`src/rtl/fb_scan_pkg.sv`:
```
package fb_scan_pkg;

  // Timing flags carried alongside a pixel through the fetch pipeline.
  typedef struct packed {
    logic vis;
    logic hs_n;
    logic vs_n;
  } scan_tag_t;

  localparam scan_tag_t TAG_IDLE = '{vis: 1'b0, hs_n: 1'b1, vs_n: 1'b1};

endpackage

```
`src/rtl/fb_scan_regs.sv`:
```
module fb_scan_regs #(
  parameter int BASE_BITS = 11
) (
  input  logic                 clk,
  input  logic                 rst_n,
  input  logic                 reg_we,
  input  logic                 reg_sel,
  input  logic [31:0]          reg_wdata,
  input  logic                 frame_wrap,
  output logic                 act_en,
  output logic                 act_rot,
  output logic [BASE_BITS-1:0] act_base
);

  logic [BASE_BITS-1:0] base_q, base_d;
  logic                 en_q, en_d, rot_q, rot_d;
  logic [BASE_BITS-1:0] abase_q, abase_d;
  logic                 aen_q, aen_d, arot_q, arot_d;

  logic unused_wbits;
  assign unused_wbits = ^{reg_wdata[31-BASE_BITS:2]};

  // Staging registers written by software.
  always_comb begin
    base_d = base_q;
    en_d   = en_q;
    rot_d  = rot_q;
    if (reg_we && !reg_sel) base_d = reg_wdata[31 -: BASE_BITS];
    if (reg_we &&  reg_sel) begin
      en_d  = reg_wdata[0];
      rot_d = reg_wdata[1];
    end
  end

  // Working set: copied only at the frame boundary.
  always_comb begin
    abase_d = abase_q;
    aen_d   = aen_q;
    arot_d  = arot_q;
    if (frame_wrap) begin
      abase_d = base_d;
      aen_d   = en_d;
      arot_d  = rot_d;
    end
  end

  always_ff @(posedge clk or negedge rst_n) begin
    if (!rst_n) begin
      base_q  <= '0;
      en_q    <= 1'b0;
      rot_q   <= 1'b0;
      abase_q <= '0;
      aen_q   <= 1'b0;
      arot_q  <= 1'b0;
    end else begin
      base_q  <= base_d;
      en_q    <= en_d;
      rot_q   <= rot_d;
      abase_q <= abase_d;
      aen_q   <= aen_d;
      arot_q  <= arot_d;
    end
  end

  assign act_en   = aen_q;
  assign act_rot  = arot_q;
  assign act_base = abase_q;

endmodule

```
`src/rtl/fb_scan_timing.sv`:
```
module fb_scan_timing
  import fb_scan_pkg::*;
#(
  parameter int H_ACTIVE = 640,
  parameter int H_FP     = 16,
  parameter int H_SYNC   = 96,
  parameter int H_BP     = 48,
  parameter int V_ACTIVE = 480,
  parameter int V_FP     = 10,
  parameter int V_SYNC   = 2,
  parameter int V_BP     = 33,
  localparam int H_TOTAL = H_ACTIVE + H_FP + H_SYNC + H_BP,
  localparam int V_TOTAL = V_ACTIVE + V_FP + V_SYNC + V_BP,
  localparam int HW      = $clog2(H_TOTAL),
  localparam int VW      = $clog2(V_TOTAL)
) (
  input  logic          clk,
  input  logic          rst_n,
  output logic [HW-1:0] h_cnt,
  output logic [VW-1:0] v_cnt,
  output scan_tag_t     tag,
  output logic          frame_wrap
);

  localparam logic [HW-1:0] H_LAST = HW'(H_TOTAL - 1);
  localparam logic [VW-1:0] V_LAST = VW'(V_TOTAL - 1);
  localparam logic [HW-1:0] H_VIS  = HW'(H_ACTIVE);
  localparam logic [VW-1:0] V_VIS  = VW'(V_ACTIVE);
  localparam logic [HW-1:0] H_SS   = HW'(H_ACTIVE + H_FP);
  localparam logic [HW-1:0] H_SE   = HW'(H_ACTIVE + H_FP + H_SYNC);
  localparam logic [VW-1:0] V_SS   = VW'(V_ACTIVE + V_FP);
  localparam logic [VW-1:0] V_SE   = VW'(V_ACTIVE + V_FP + V_SYNC);

  logic [HW-1:0] h_q, h_d;
  logic [VW-1:0] v_q, v_d;
  logic          line_end;

  assign line_end = (h_q == H_LAST);

  always_comb begin
    h_d = line_end ? '0 : h_q + 1'b1;
    v_d = v_q;
    if (line_end) v_d = (v_q == V_LAST) ? '0 : v_q + 1'b1;
  end

  always_ff @(posedge clk or negedge rst_n) begin
    if (!rst_n) begin
      h_q <= '0;
      v_q <= '0;
    end else begin
      h_q <= h_d;
      v_q <= v_d;
    end
  end

  assign h_cnt      = h_q;
  assign v_cnt      = v_q;
  assign frame_wrap = line_end && (v_q == V_LAST);
  assign tag.vis    = (h_q < H_VIS) && (v_q < V_VIS);
  assign tag.hs_n   = !((h_q >= H_SS) && (h_q < H_SE));
  assign tag.vs_n   = !((v_q >= V_SS) && (v_q < V_SE));

endmodule

```
`src/rtl/fb_scan_addr.sv`:
```
module fb_scan_addr #(
  parameter int H_ACTIVE  = 640,
  parameter int V_ACTIVE  = 480,
  parameter int COL_BITS  = 10,
  parameter int ROW_BITS  = 9,
  parameter int HW        = 10,
  parameter int VW        = 10,
  localparam int BASE_BITS = 32 - ROW_BITS - COL_BITS - 2
) (
  input  logic                 clk,
  input  logic                 rst_n,
  input  logic [HW-1:0]        h_cnt,
  input  logic [VW-1:0]        v_cnt,
  input  logic                 vis,
  input  logic                 act_en,
  input  logic                 act_rot,
  input  logic [BASE_BITS-1:0] act_base,
  output logic                 mem_req,
  output logic [31:0]          mem_addr
);

  localparam logic [31:0] COL_LAST = 32'(H_ACTIVE - 1);
  localparam logic [31:0] ROW_LAST = 32'(V_ACTIVE - 1);

  logic [31:0] col_w, row_w, addr_d;
  logic        fetch;
  logic        req_q;
  logic [31:0] addr_q;

  logic unused_hi;
  assign unused_hi = ^{col_w[31:COL_BITS], row_w[31:ROW_BITS]};

  always_comb begin
    col_w  = act_rot ? (COL_LAST - 32'(h_cnt)) : 32'(h_cnt);
    row_w  = act_rot ? (ROW_LAST - 32'(v_cnt)) : 32'(v_cnt);
    addr_d = {act_base, row_w[ROW_BITS-1:0], col_w[COL_BITS-1:0], 2'b00};
    fetch  = act_en && vis;
  end

  always_ff @(posedge clk or negedge rst_n) begin
    if (!rst_n) begin
      req_q  <= 1'b0;
      addr_q <= '0;
    end else begin
      req_q <= fetch;
      if (fetch) addr_q <= addr_d;
    end
  end

  assign mem_req  = req_q;
  assign mem_addr = addr_q;

endmodule

```
`src/rtl/fb_scan_unpack.sv`:
```
module fb_scan_unpack
  import fb_scan_pkg::*;
#(
  parameter int RD_LAT = 2
) (
  input  logic        clk,
  input  logic        rst_n,
  input  scan_tag_t   tag_in,
  input  logic        mem_rvalid,
  input  logic [31:0] mem_rdata,
  output logic        de,
  output logic        hsync_n,
  output logic        vsync_n,
  output logic [7:0]  red,
  output logic [7:0]  green,
  output logic [7:0]  blue
);

  scan_tag_t   pipe_q [RD_LAT+1];
  scan_tag_t   out_tag_q;
  logic [23:0] rgb_q, rgb_d;

  logic unused_pad;
  assign unused_pad = ^mem_rdata[31:24];

  // Delay the timing flags by one request stage plus the read latency.
  generate
    for (genvar s = 0; s <= RD_LAT; s++) begin : g_stage
      always_ff @(posedge clk or negedge rst_n) begin
        if (!rst_n) pipe_q[s] <= TAG_IDLE;
        else if (s == 0) pipe_q[s] <= tag_in;
        else pipe_q[s] <= pipe_q[(s == 0) ? 0 : s-1];
      end
    end
  endgenerate

  always_comb begin
    rgb_d = mem_rvalid ? mem_rdata[23:0] : 24'h0;
  end

  always_ff @(posedge clk or negedge rst_n) begin
    if (!rst_n) begin
      out_tag_q <= TAG_IDLE;
      rgb_q     <= '0;
    end else begin
      out_tag_q <= pipe_q[RD_LAT];
      rgb_q     <= rgb_d;
    end
  end

  assign de      = out_tag_q.vis;
  assign hsync_n = out_tag_q.hs_n;
  assign vsync_n = out_tag_q.vs_n;
  assign red     = rgb_q[23:16];
  assign green   = rgb_q[15:8];
  assign blue    = rgb_q[7:0];

endmodule

```
`src/rtl/fb_scan_gen.sv`:
```
module fb_scan_gen
  import fb_scan_pkg::*;
#(
  parameter int H_ACTIVE = 640,
  parameter int H_FP     = 16,
  parameter int H_SYNC   = 96,
  parameter int H_BP     = 48,
  parameter int V_ACTIVE = 480,
  parameter int V_FP     = 10,
  parameter int V_SYNC   = 2,
  parameter int V_BP     = 33,
  parameter int COL_BITS = 10,
  parameter int ROW_BITS = 9,
  parameter int RD_LAT   = 2
) (
  input  logic        clk,
  input  logic        rst_n,
  input  logic        reg_we,
  input  logic        reg_sel,
  input  logic [31:0] reg_wdata,
  output logic        mem_req,
  output logic [31:0] mem_addr,
  input  logic        mem_rvalid,
  input  logic [31:0] mem_rdata,
  output logic        hsync_n,
  output logic        vsync_n,
  output logic        de,
  output logic [7:0]  red,
  output logic [7:0]  green,
  output logic [7:0]  blue
);

  localparam int H_TOTAL   = H_ACTIVE + H_FP + H_SYNC + H_BP;
  localparam int V_TOTAL   = V_ACTIVE + V_FP + V_SYNC + V_BP;
  localparam int HW        = $clog2(H_TOTAL);
  localparam int VW        = $clog2(V_TOTAL);
  localparam int BASE_BITS = 32 - ROW_BITS - COL_BITS - 2;

  logic [HW-1:0]        h_cnt;
  logic [VW-1:0]        v_cnt;
  scan_tag_t            tag;
  logic                 frame_wrap;
  logic                 act_en, act_rot;
  logic [BASE_BITS-1:0] act_base;

  fb_scan_timing #(
    .H_ACTIVE(H_ACTIVE), .H_FP(H_FP), .H_SYNC(H_SYNC), .H_BP(H_BP),
    .V_ACTIVE(V_ACTIVE), .V_FP(V_FP), .V_SYNC(V_SYNC), .V_BP(V_BP)
  ) u_timing (
    .clk(clk), .rst_n(rst_n), .h_cnt(h_cnt), .v_cnt(v_cnt),
    .tag(tag), .frame_wrap(frame_wrap)
  );

  fb_scan_regs #(.BASE_BITS(BASE_BITS)) u_regs (
    .clk(clk), .rst_n(rst_n), .reg_we(reg_we), .reg_sel(reg_sel),
    .reg_wdata(reg_wdata), .frame_wrap(frame_wrap),
    .act_en(act_en), .act_rot(act_rot), .act_base(act_base)
  );

  fb_scan_addr #(
    .H_ACTIVE(H_ACTIVE), .V_ACTIVE(V_ACTIVE), .COL_BITS(COL_BITS),
    .ROW_BITS(ROW_BITS), .HW(HW), .VW(VW)
  ) u_addr (
    .clk(clk), .rst_n(rst_n), .h_cnt(h_cnt), .v_cnt(v_cnt), .vis(tag.vis),
    .act_en(act_en), .act_rot(act_rot), .act_base(act_base),
    .mem_req(mem_req), .mem_addr(mem_addr)
  );

  fb_scan_unpack #(.RD_LAT(RD_LAT)) u_unpack (
    .clk(clk), .rst_n(rst_n), .tag_in(tag), .mem_rvalid(mem_rvalid),
    .mem_rdata(mem_rdata), .de(de), .hsync_n(hsync_n), .vsync_n(vsync_n),
    .red(red), .green(green), .blue(blue)
  );

endmodule

```
`config.mk`:
```
export PLATFORM = sky130hd
export DESIGN_NAME = fb_scan_gen
export DESIGN_NICKNAME = d
export VERILOG_FILES = /design/src/rtl/fb_scan_pkg.sv /design/src/rtl/fb_scan_regs.sv /design/src/rtl/fb_scan_timing.sv /design/src/rtl/fb_scan_addr.sv /design/src/rtl/fb_scan_unpack.sv /design/src/rtl/fb_scan_gen.sv
export SDC_FILE = /design/constraint.sdc
export NUM_CORES = 1
export LEC_CHECK = 0
export ABC_AREA = 1
export BUFFER_PORTS_ARGS = -buffer_cell sky130_fd_sc_hd__buf_2
export CAP_MARGIN = 20
export CORE_MARGIN = 2
export CORE_UTILIZATION = 49
export CTS_BUF_LIST = sky130_fd_sc_hd__clkbuf_2 sky130_fd_sc_hd__clkbuf_4 sky130_fd_sc_hd__clkbuf_8
export CTS_CLUSTER_SIZE = 10
export DETAILED_ROUTE_END_ITERATION = 8
export PLACE_DENSITY = 0.78
export SYNTH_ARGS = -nofsm -noshare
export SYNTH_HDL_FRONTEND = slang
export SYNTH_SLANG_ARGS = --single-unit
```
`constraint.sdc`:
```
create_clock -name clk -period 1.6 [get_ports clk]
set_clock_uncertainty 0.1 [all_clocks]
set_input_delay 0.32 -clock clk [delete_from_list [all_inputs] [get_ports clk]]
set_output_delay 0.32 -clock clk [all_outputs]
set_load 0.03 [all_outputs]
```
Word-level counts from Yosys, hierarchy flattened
Cells that the tools add are included.
{"block": "totals", "reg_bits": 113, "out_inout_bits": 60}
{"block": "classes", "add_sub_neg": 4, "magnitude_cmp": 6, "n_eq_ne": 2, "muxes": 8, "reduce_logical": 10}
{"cell": "$mux W10", "count": 3}
{"cell": "$mux W24", "count": 1}
{"cell": "$add A10 B1 Y10 const B", "count": 2}
{"cell": "$eq A10 B10 Y1 const B", "count": 2}
{"cell": "$lt A10 B10 Y1 const B", "count": 2}
{"cell": "$lt A10 B9 Y1 const B", "count": 2}
{"cell": "$mux W11", "count": 1}
{"cell": "$ge A10 B10 Y1 const B", "count": 1}
{"cell": "$ge A10 B9 Y1 const B", "count": 1}
{"cell": "$sub A10 B10 Y10 const A", "count": 1}
{"cell": "$mux W9", "count": 1}
{"cell": "$sub A9 B9 Y9 const A", "count": 1}
{"cell": "$logic_and A1 B1 Y1", "count": 7}
{"cell": "$logic_not A1 Y1", "count": 3}
{"cell": "$mux W1", "count": 2}

Logic depth before layout (Yosys ltp)
Gate-level depths: netlist of run 1.
{"block": "logic_depth", "word_depth": 3, "ltp_mapped": 9, "mapped_depth_nobuf": 9}

By module
A second synthesis of run 1 with hierarchy kept.
{"block": "hier_totals", "hier_cells": 528, "hier_area_um2": 4829.6}
{"module": "fb_scan_addr", "n_inst": 1, "cells_per_inst": 148, "area_per_inst_um2": 1371.3}
{"module": "fb_scan_timing", "n_inst": 1, "cells_per_inst": 154, "area_per_inst_um2": 1183.6}
{"module": "fb_scan_regs", "n_inst": 1, "cells_per_inst": 140, "area_per_inst_um2": 1161.1}
{"module": "fb_scan_unpack", "n_inst": 1, "cells_per_inst": 86, "area_per_inst_um2": 1113.6}

Worst setup path after synthesis of run 1
Ideal clock, no wire load.
{"block": "synth_timing", "kind": "register to register", "from": "register u_timing.v_q[0] (netlist: u_timing.v_cnt[0])", "to": "register u_regs.abase_q[0] (netlist: u_regs.act_base[0])", "setup_time_ns": 0.121, "t_arrival_ns": 1.317, "slack_ns": 0.062, "path_stages_with_launch": 9, "n_path_buf": 1, "path_cell_list": "dfrtp_1 -> inv_1 -> ha_1 -> nand2_1 -> nor2_1 -> nand4_1 -> nor2_4 -> buf_6 -> o21ai_1"}
{"block": "synth_between", "elab_chain_cells": 2}
{"element": "start: declaration", "line": "fb_scan_timing.sv:35", "rtl": "logic [VW-1:0] v_q, v_d;"}
{"element": "start signal: assignment", "line": "fb_scan_timing.sv:52", "rtl": "v_q <= v_d;"}
{"element": "$eq A10 B10 Y1", "line": "fb_scan_timing.sv:58", "rtl": "assign frame_wrap = line_end && (v_q == V_LAST);"}
{"element": "$logic_and A1 B1 Y1", "line": "fb_scan_timing.sv:58"}
{"element": "end signal: assignment", "line": "fb_scan_regs.sv:59", "rtl": "abase_q <= abase_d;"}
{"element": "end: declaration", "line": "fb_scan_regs.sv:17", "rtl": "logic [BASE_BITS-1:0] abase_q, abase_d;"}
Every way passes these cells.
A chain may end at the register's enable or synchronous reset.

Worst setup path in the final report of run 1
{"block": "layout_timing", "from": "register u_timing.h_q[1] (netlist: u_timing.h_cnt[1])", "to": "register u_timing.v_q[2] (netlist: u_timing.v_cnt[2])"}
{"block": "layout_between", "elab_chain_cells": 1}
{"element": "start: declaration", "line": "fb_scan_timing.sv:34", "rtl": "logic [HW-1:0] h_q, h_d;"}
{"element": "start signal: assignment", "line": "fb_scan_timing.sv:48", "rtl": "h_q <= '0;"}
{"element": "start signal: assignment", "line": "fb_scan_timing.sv:51", "rtl": "h_q <= h_d;"}
{"element": "$eq A10 B10 Y1", "line": "fb_scan_timing.sv:38", "rtl": "assign line_end = (h_q == H_LAST);"}
Every way passes these cells.

==> run metrics, run 1 <==
run status complete, but fails checks; failing checks negative setup slack; worst hold path depth 3; std cell rows 35; Static Leak between 3 and 4 nW; vias between 3000 and 4000; Crit path max-delay family simple AND/OR/NAND/NOR gates; TritonCTS Sinks 113; Syn Area/Cell approximately 9.6 um^2; top_reg_cell synth dfrtp_1; pwr dens roughly 900 nW/um^2; Mapped Cells around 490; remaining antenna violation count 0; critical path, cell by cell ha_2, nand2_2, nor2_4, buf_6, inv_4, nor2_4, buf_6, nand3_1, o21ai_1; WP buf/inv 3; routed length per instance between 10 and 15 um; sequential share of the synthesized area between 60% and 70%; Yosys reg bits 113; final hold vios 0; crit share post-route 105%; RSZ-0062 raised after global routing yes; WP data required around 1800 ps; share of layout cells above drive strength 1 roughly a third; CP max stage delay about 360 ps; Peak VDD IR roughly 450 uV; commonest non-fill, non-tap cell in the layout nand2_1; CTS H-Tree Depth 4; number of global-route vias before repair about 3700; min-delay worst type in2reg; Crit Path Max Fanout 7; Placed Instances roughly 720; fin. max-slew vios 0; n_diodes 0; Setup CP Type reg2reg; Total Power ~5.6 mW; nets roughly 720; worst r2r src u_timing.h_cnt[1]$_DFF_PN0_; WP data arrival around 1900 ps; DIE WIDTH 102 um; die area roughly 10000 um^2; Residual DRC 0; GP Congestion around 0.84; initial core utilization between 50% and 60%; Placement Cell Area between 5000 and 6000 um^2; Detailed Route Iter0 Violations roughly 260; fin cells approximately 790; Reg2Reg Depth 9; total wire length after detailed routing about 11 mm; final instance area 6270 um^2; count of cell types in the netlist 30; Post-synth EDFFs 0; Synth Cell Area 4710 um^2; Critical Path Source Type register; Max stage delay cell, worst path dfrtp_1; RR Endpoint u_timing.v_cnt[2]$_DFFE_PN0N_; r2r setup slk -80 ps; Setup Viol. Count Final 12; Max clock buf depth 2; initial antenna violation count 0; FILL cells approximately 700; Worst Hold Path EP u_unpack.rgb_q[22]$_DFF_PN0_; vias per std cell a little under 5; dpl hpwl roughly 6.5 mm; synth warn 0; clk slew on worst S/H paths 70 ps; f_max slightly below 600 MHz; commonest non-fill, non-tap cells in the layout 125 x nand2_1, 102 x dfrtp_1, 98 x buf_2; CTS tree yes; 1st-pass router iterations 8; final setup margin -82.0 ps; grt total ovfl 0; core area ~9300 um^2; hold path startpoint mem_rdata[22]; IO Count ~130; Port Buf Inserts between 90 and 100; Worst setup EP type register; min Tclk post-route about 1700 ps; Skew-Pair Late Insertion Delay between 400 and 500 ps; GR Util All Layers between 20% and 30%; Post-synth ARST share between 90% and 100%; largest net degree at the start of global routing 67; first-pass GRT wire length 16.5 mm; Die H roughly 100 um; CTS Buf Count 17; Root Buffer clkbuf_8; Max Cap Viol 0; Area Growth Syn to Fin 33.0%; final hold slack ~14 ps
-- synth_stat cells (4+ instances only) --
| cell | n | area [um^2] |
|---|---|---|
| buf_2 | 6 | 30.0 |
| buf_4 | 4 | 30.0 |
| buf_6 | 4 | 45.0 |
| clkbuf_1 | 4 | 15.0 |
| dfrtp_1 | 105 | 2630 |
| dfstp_2 | 8 | 210 |
| ha_1 | 8 | 100 |
| inv_1 | 69 | 259 |
| nand2_1 | 135 | 507 |
| nand3_1 | 24 | 120 |
| nor2_1 | 22 | 82.6 |
| nor2_2 | 7 | 43.8 |
| nor3_1 | 4 | 20.0 |
| o21ai_0 | 36 | 180 |
| o21ai_1 | 6 | 30.0 |
| o21ai_2 | 9 | 78.8 |
| xnor2_1 | 14 | 123 |
| xor2_1 | 9 | 78.8 |
-- worst min-delay path, cell delays in order --
cell,delay (ps)
buf_2,80
nand2_1,50
inv_1,50
-- registers in the layout (all words and copies together) (netlist names) --
register	flops
u_unpack.de	1
u_unpack.hsync_n	1
u_unpack.vsync_n	1
u_regs.en_q	1
u_timing.h_cnt	10
u_regs.base_q	11
u_timing.v_cnt	10
u_regs.act_rot	1
u_unpack.rgb_q	24
u_regs.act_en	1
u_addr.mem_req	1
u_regs.act_base	11
u_addr.mem_addr	30
u_regs.rot_q	1
u_unpack.pipe_q	9
-- kinds of logic (layout without fill, tap and decap cells) --
family	count (synthesis)	count (layout)	synth area share, %
adder cells (fa/ha/maj)	8	8	2.12
AO/OA/AOI/OAI	56	56	6.80
other	1	2	0.0796
multiplexers	2	2	0.425
XOR/XNOR	23	23	4.27
flip-flops	113	113	60.2
AND/OR/NAND/NOR	198	198	17.6
buffers and inverters	92	256	8.52
-- per-layer routing --
metal,GRT usage [%],vias to the layer above,routed length (um)
met5,0,-,0
met4,7.08,0,199
met3,6.84,27,655
met2,34.6,137,5560
met1,24.4,1814,4620
li1,-,1812,-
-- stage by stage --
step           utilization, %  setup TNS (ps)  worst slack, ps
2_1_floorplan               -               0             62.1
3_3_place_gp             58.8               0             32.9
3_5_place_dp             58.8           -7.69            -4.81
4_1_cts                  64.7            -163            -27.5
5_1_grt                  67.5           -2680             -184
6_report                 67.5            -763            -82.0
-- where the power goes --
group          switching (mW)  total (mW)  internal [mW]
Clock                    1.18        2.30           1.12
Sequential             0.0188        2.95           2.93
Combinational           0.238       0.372          0.134
-- worst max-delay path by stage --
| stage | start | end | slack [ps] | depth (start not counted) |
|---|---|---|---|---|
| floorplan | u_timing.v_cnt[0]$_DFFE_PN0N_ | u_regs.act_base[0]$_DFFE_PN0P_ | 60 | 8 |
| global placement | u_timing.h_cnt[0]$_DFF_PN0_ | u_regs.act_rot$_DFFE_PN0P_ | 30 | 7 |
| detailed placement | u_timing.h_cnt[0]$_DFF_PN0_ | u_regs.act_rot$_DFFE_PN0P_ | -5 | 8 |
| CTS | u_timing.v_cnt[0]$_DFFE_PN0N_ | u_regs.act_base[10]$_DFFE_PN0P_ | -30 | 9 |
| global route | u_timing.h_cnt[0]$_DFF_PN0_ | u_timing.v_cnt[2]$_DFFE_PN0N_ | -180 | 9 |
| finish | u_timing.h_cnt[1]$_DFF_PN0_ | u_timing.v_cnt[2]$_DFFE_PN0N_ | -80 | 9 |
-- what timing repair did --
action / CTS / global route
pin swaps: 0 / 6
gates cloned: 0 / 4
setup buffers: 0 / 7
setup endpoints to repair: 12 / 49
hold buffers: 20 / 1
endpoints found under the hold margin: 124 / 1
gates resized for setup: 3 / 47
-- area by class of cell --
type,instances,area (um^2),area share (%)
inverter,70,265,4.23
clock inverter,13,88.8,1.42
clock buffer,19,255,4.07
multi-input combinational,289,1580,25.2
tap,129,161,2.58
timing repair buffer,154,1080,17.2
sequential,113,2840,45.3
Power figures use the tool's default switching activity.
==> run 2: changes to the inputs <==
--- a/config.mk
+++ b/config.mk
@@ -13,7 +13,7 @@
 export CTS_BUF_LIST = sky130_fd_sc_hd__clkbuf_2 sky130_fd_sc_hd__clkbuf_4 sky130_fd_sc_hd__clkbuf_8
 export CTS_CLUSTER_SIZE = 10
 export DETAILED_ROUTE_END_ITERATION = 8
-export PLACE_DENSITY = 0.78
+export PLACE_DENSITY = 0.76
 export SYNTH_ARGS = -nofsm -noshare
 export SYNTH_HDL_FRONTEND = slang
 export SYNTH_SLANG_ARGS = --single-unit
==> run metrics, run 2 (synthesis gave the netlist of run 1 again) <==
final instance area 6380 um^2 (was 6270 um^2); Area Growth Syn to Fin 35.3% (was 33.0%); commonest non-fill, non-tap cells in the layout 125 x nand2_1, 105 x dfrtp_1, 98 x buf_2 (was 125 x nand2_1, 102 x dfrtp_1, 98 x buf_2); Detailed Route Iter0 Violations 221 (was 257); met1 WL 4.38 mm (was 4.62 mm); commonest non-fill, non-tap cell in the layout nand2_1 (unchanged); routed length per instance 13.5 um (was 14.0 um); share of layout cells above drive strength 1 33.6% (was 33.1%); Static Leak 3.22 nW (was 3.18 nW); Root Buffer clkbuf_8 (unchanged); WP data arrival 2040 ps (was 1910 ps); core area 9280 um^2 (unchanged); max reg flops 30 (unchanged); top sig layer met4 (unchanged); Total Neg Setup Slack -1880 ps (was -763 ps); Port Buf Inserts 99 (unchanged); Skew-Pair Late Insertion Delay 430 ps (was 420 ps); Combinational Power Share 6.2% (was 6.6%); Residual DRC 0 (unchanged); final setup margin -188 ps (was -82.0 ps); remaining antenna violation count 0 (unchanged); DIE WIDTH 102 um (unchanged); f_max 559 MHz (was 595 MHz); Crit Path Max Fanout 5 (was 7); met3 WL post-DR 617 um (was 655 um); n_diodes 0 (unchanged); Switching Share 24.3% (was 25.6%); first-pass GRT wire length 16.1 mm (was 16.5 mm); number of global-route vias before repair 3736 (was 3705); initial antenna violation count 0 (unchanged); GR Util All Layers 19.9% (was 20.4%); clk slew on worst S/H paths 70 ps (about the same); CTS H-Tree Depth 4 (unchanged); Clock power frac 45.4% (was 40.9%); 1st-pass router iterations 4 (was 8); CTS tree yes (unchanged); GP Congestion 0.844 (was 0.840); dpl hpwl 6.60 mm (was 6.47 mm); die area 10400 um^2 (unchanged); Setup CP Type reg2reg (unchanged); FILL cells 692 (was 687); failing checks negative setup slack (unchanged); routed wl met2 5.61 mm (was 5.56 mm); std cell rows 35 (unchanged); vias 3768 (was 3790); min Tclk post-route 1790 ps (was 1680 ps); total wire length after detailed routing 10.7 mm (was 11.0 mm); CTS Buf Count 17 (unchanged); final hold slack 35.8 ps (was 14.1 ps); min-delay worst type in2reg (unchanged); initial core utilization 50.8% (unchanged); IO Count 129 (unchanged); Net Switching 1.48 mW (was 1.44 mW); grt total ovfl 0 (unchanged); Placement Cell Area 5460 um^2 (about the same); run status complete, but fails checks (unchanged); final hold vios 0 (unchanged); Max clock buf depth 2 (unchanged); RSZ-0062 raised after global routing yes (unchanged); fin. max-slew vios 0 (unchanged); WP data required 1850 ps (was 1830 ps); crit share post-route 112% (was 105%); r2r setup slk -190 ps (was -80 ps); largest net degree at the start of global routing 78 (was 67); Worst setup EP type register (unchanged); Die H 102 um (unchanged); vias per std cell 4.75 (was 4.82); Total Power 6.10 mW (was 5.62 mW); TritonCTS Sinks 113 (unchanged); Max Cap Viol 0 (unchanged); Setup Viol. Count Final 11 (was 12); Critical Path Source Type register (unchanged); internal power 4.62 mW (was 4.18 mW); Peak VDD IR 476 uV (was 448 uV); Sequential Power Share 48.4% (was 52.5%); pwr dens 956 nW/um^2 (was 897 nW/um^2); nets 728 (was 722)
-- run 2: changes by cell type in the layout (fill, tap and decap cells not counted), sizes merged --
cell / change
dlygate4sd3: +3
clkinvlp: -2
clkinv: +1
bufinv: +3
clkbuf: -2
buf: +3
-- run 2: power by group through the flow --
stage	logic, mW	registers [mW]	clock network [mW]
after detailed placement	0.328	3.00	0
after CTS	0.374	2.95	2.83
after floorplan	0.0935	3.06	0
after global placement	0.318	3.00	0
final	0.378	2.95	2.77
after global routing	0.421	2.95	2.95
-- run 2: path summary, 6_finish.rpt --
check | startpoint | to | cells after the start
max in group asynchronous | rst_n | u_unpack.pipe_q[7]$_DFF_PN1_ | 3
min in group asynchronous | rst_n | u_regs.base_q[1]$_DFF_PN0_ | 3
max reg2reg | u_timing.v_cnt[0]$_DFFE_PN0N_ | u_regs.act_base[0]$_DFFE_PN0P_ | 9
max | u_timing.v_cnt[0]$_DFFE_PN0N_ | u_regs.act_base[0]$_DFFE_PN0P_ | 9
min reg2reg | u_unpack.pipe_q[5]$_DFF_PN0_ | u_unpack.pipe_q[2]$_DFF_PN0_ | 0
min | reg_wdata[1] | u_regs.rot_q$_DFF_PN0_ | 3
-- run 2: what timing repair did --
| action | CTS | global route |
|---|---|---|
| resized for setup | 5 | 39 |
| pin swaps | 1 | 7 |
| setup endpoints to repair | 15 | 29 |
| hold endpoints to repair | 128 | 0 |
| setup buffers | 0 | 8 |
| cloned | 0 | 3 |
| hold buffers | 24 | 0 |
-- run 2: through the flow --
step                std cells  worst slack (ps)  utilization, %
global placement          726              42.9            58.8
finish                    793              -188            68.7
global route              793              -287            68.7
detailed placement        726             -61.6            58.8
CTS                       782             -49.6            66.0
floorplan                 494              62.1               -
-- run 2: worst max-delay path, cell delays in order (launching register included) --
cell       delay, ps
dfrtp_1          390
inv_2             90
ha_4             150
nand2_4           50
nor2_4            90
nand4_1          210
nor2_4           320
clkbuf_16        210
nand2_1           40
o21ai_1           60
-- run 2: routing by layer --
layer / vias to the layer above / track usage, %
li1: 1823 / -
met3: 11 / 5.75
met5: - / 0
met2: 114 / 34.4
met4: 0 / 8.41
met1: 1820 / 23.4
-- run 2: final cells by class --
cell class                 instances  area [um^2]  area share, %
sequential                       113         2840           44.5
inverter                          70          263           4.12
tap                              129          161           2.53
timing repair buffer             160         1110           17.4
clock inverter                    15          184           2.88
multi-input combinational        289         1590           25.0
clock buffer                      17          234           3.67
==> run 3: changes to the inputs <==
--- a/config.mk
+++ b/config.mk
@@ -6,7 +6,7 @@
 export NUM_CORES = 1
 export LEC_CHECK = 0
 export ABC_AREA = 1
-export BUFFER_PORTS_ARGS = -buffer_cell sky130_fd_sc_hd__buf_2
+export BUFFER_PORTS_ARGS = -buffer_cell sky130_fd_sc_hd__buf_4
 export CAP_MARGIN = 20
 export CORE_MARGIN = 2
 export CORE_UTILIZATION = 49
==> run metrics, run 3 (synthesis gave the netlist of run 1 again) <==
run status complete, but fails checks (unchanged); failing checks negative setup slack (unchanged); first-pass GRT wire length 17.0 mm (was 16.1 mm); Port Buf Inserts 99 (unchanged); Static Leak 3.38 nW (was 3.22 nW); CTS Buf Count 17 (unchanged); n_diodes 0 (unchanged); Detailed Route Iter0 Violations 233 (was 221); vias per std cell 4.81 (was 4.75); hold path startpoint reg_wdata[1] (unchanged); Total Power 6.21 mW (was 6.10 mW); final setup margin -29.4 ps (was -188 ps); fin cells 799 (was 793); GR Util All Layers 21.4% (was 19.9%); Crit Path Max Fanout 15 (was 5); vias 3845 (was 3768); Root Buffer clkbuf_8 (unchanged); initial core utilization 50.8% (unchanged); remaining antenna violation count 0 (unchanged); WP data arrival 1840 ps (was 2040 ps); Worst setup EP type register (unchanged); dpl hpwl 6.94 mm (was 6.60 mm); Setup Viol. Count Final 15 (was 11); RSZ-0062 raised after global routing yes (unchanged); DIE WIDTH 102 um (unchanged); number of global-route vias before repair 3754 (was 3736); max reg flops 30 (unchanged); core area 9280 um^2 (unchanged); Max Cap Viol 0 (unchanged); Area Growth Syn to Fin 44.2% (was 35.3%); final hold vios 0 (unchanged); CTS tree yes (unchanged); Skew-Pair Late Insertion Delay 430 ps (about the same); Crit. Startpoint u_timing.h_cnt[9]$_DFF_PN0_ (was u_timing.v_cnt[0]$_DFFE_PN0N_); fin. max-slew vios 0 (unchanged); crit share post-route 102% (was 112%); std cell rows 35 (unchanged); CTS H-Tree Depth 4 (unchanged); share of layout cells above drive strength 1 35.2% (was 33.6%); f_max 614 MHz (was 559 MHz); Placed Instances 727 (was 726); TritonCTS Sinks 113 (unchanged); GP Congestion 0.847 (was 0.844); nets 734 (was 728); Peak VDD IR 547 uV (was 476 uV); initial antenna violation count 0 (unchanged); pwr dens 914 nW/um^2 (was 956 nW/um^2); WP data required 1810 ps (was 1850 ps); IO Count 129 (unchanged); largest net degree at the start of global routing 31 (was 78); min Tclk post-route 1630 ps (was 1790 ps); Max clock buf depth 2 (unchanged); clk slew on worst S/H paths 70 ps (about the same); worst r2r src u_timing.h_cnt[9]$_DFF_PN0_ (was u_timing.v_cnt[0]$_DFFE_PN0N_); final core area utilization 73.2% (was 68.7%); Critical Path Source Type register (unchanged); grt total ovfl 0 (unchanged); Die H 102 um (unchanged); die area 10400 um^2 (unchanged); commonest non-fill, non-tap cells in the layout 126 x buf_4, 121 x nand2_1, 103 x dfrtp_1 (was 125 x nand2_1, 105 x dfrtp_1, 98 x buf_2); total wire length after detailed routing 11.7 mm (was 10.7 mm); routed length per instance 14.6 um (was 13.5 um); commonest non-fill, non-tap cell in the layout buf_4 (was nand2_1); min-delay worst type in2reg (unchanged); Setup CP Type reg2reg (unchanged); 1st-pass router iterations 4 (unchanged); Residual DRC 0 (unchanged)
run 3: critical path, stage by stage, from the launching register on:
cell and delay [ps]:
dfrtp_2 450, nand2_2 120, nand2_2 80, a21oi_4 160, nand3_4 230, clkbuf_16 260, nand2_1 50, o21ai_0 70
run 3: metrics by stage:
stage | setup TNS (ps) | setup WS [ps] | area, um^2 | hold slack [ps]
CTS | -2.46 | -2.46 | 6450 | 32.1
floorplan | 0 | 62.1 | 4720 | -75.6
global placement | 0 | 56.4 | 5760 | 156
global route | -2820 | -106 | 6800 | 38.4
detailed placement | -1.57 | -1.57 | 5760 | 160
finish | -179 | -29.4 | 6800 | 47.4
run 3: where the power goes:
| group | internal, mW | leakage (nW) | switching (mW) | total [mW] |
|---|---|---|---|---|
| registers | 2.93 | 1.26 | 0.0213 | 2.95 |
| logic | 0.191 | 1.92 | 0.246 | 0.437 |
| clock network | 1.58 | 0.197 | 1.24 | 2.82 |
| total | 4.70 | 3.38 | 1.51 | 6.21 |
run 3: final cells by class:
class	count	area, um^2
clock buffers	18	241
repair buffers	166	1490
inverters	70	263
multi-input cells	289	1620
clock inverters	14	183
well taps	129	161
flip-flops and latches	113	2840
fillers	613	2490
run 3: routing by layer:
metal | GRT usage, % | wire length (um)
met1 | 26.5 | 4940
met2 | 36.5 | 5980
met3 | 5.68 | 595
met4 | 7.28 | 163
met5 | 0 | 0
run 3: worst paths after layout:
check	endpoint	slack, ps	cells past startpoint
hold / removal	u_regs.rot_q$_DFF_PN0_	50	3
setup / recovery	u_addr.mem_addr[24]$_DFFE_PN0P_	-30	7
hold reg to reg	u_unpack.pipe_q[0]$_DFF_PN1_	250	0
setup reg to reg	u_addr.mem_addr[24]$_DFFE_PN0P_	-30	7
max in group asynchronous	u_unpack.pipe_q[7]$_DFF_PN1_	560	3
min in group asynchronous	u_regs.base_q[1]$_DFF_PN0_	250	2
run 3: timing repair:
item | 4_1_cts | 5_1_grt
gates resized for setup | 4 | 74
hold buffers | 25 | 0
hold endpoints to repair | 43 | 0
cloned | 0 | 7
pin swaps | 0 | 11
setup endpoints to repair | 11 | 55
setup buffers | 0 | 8
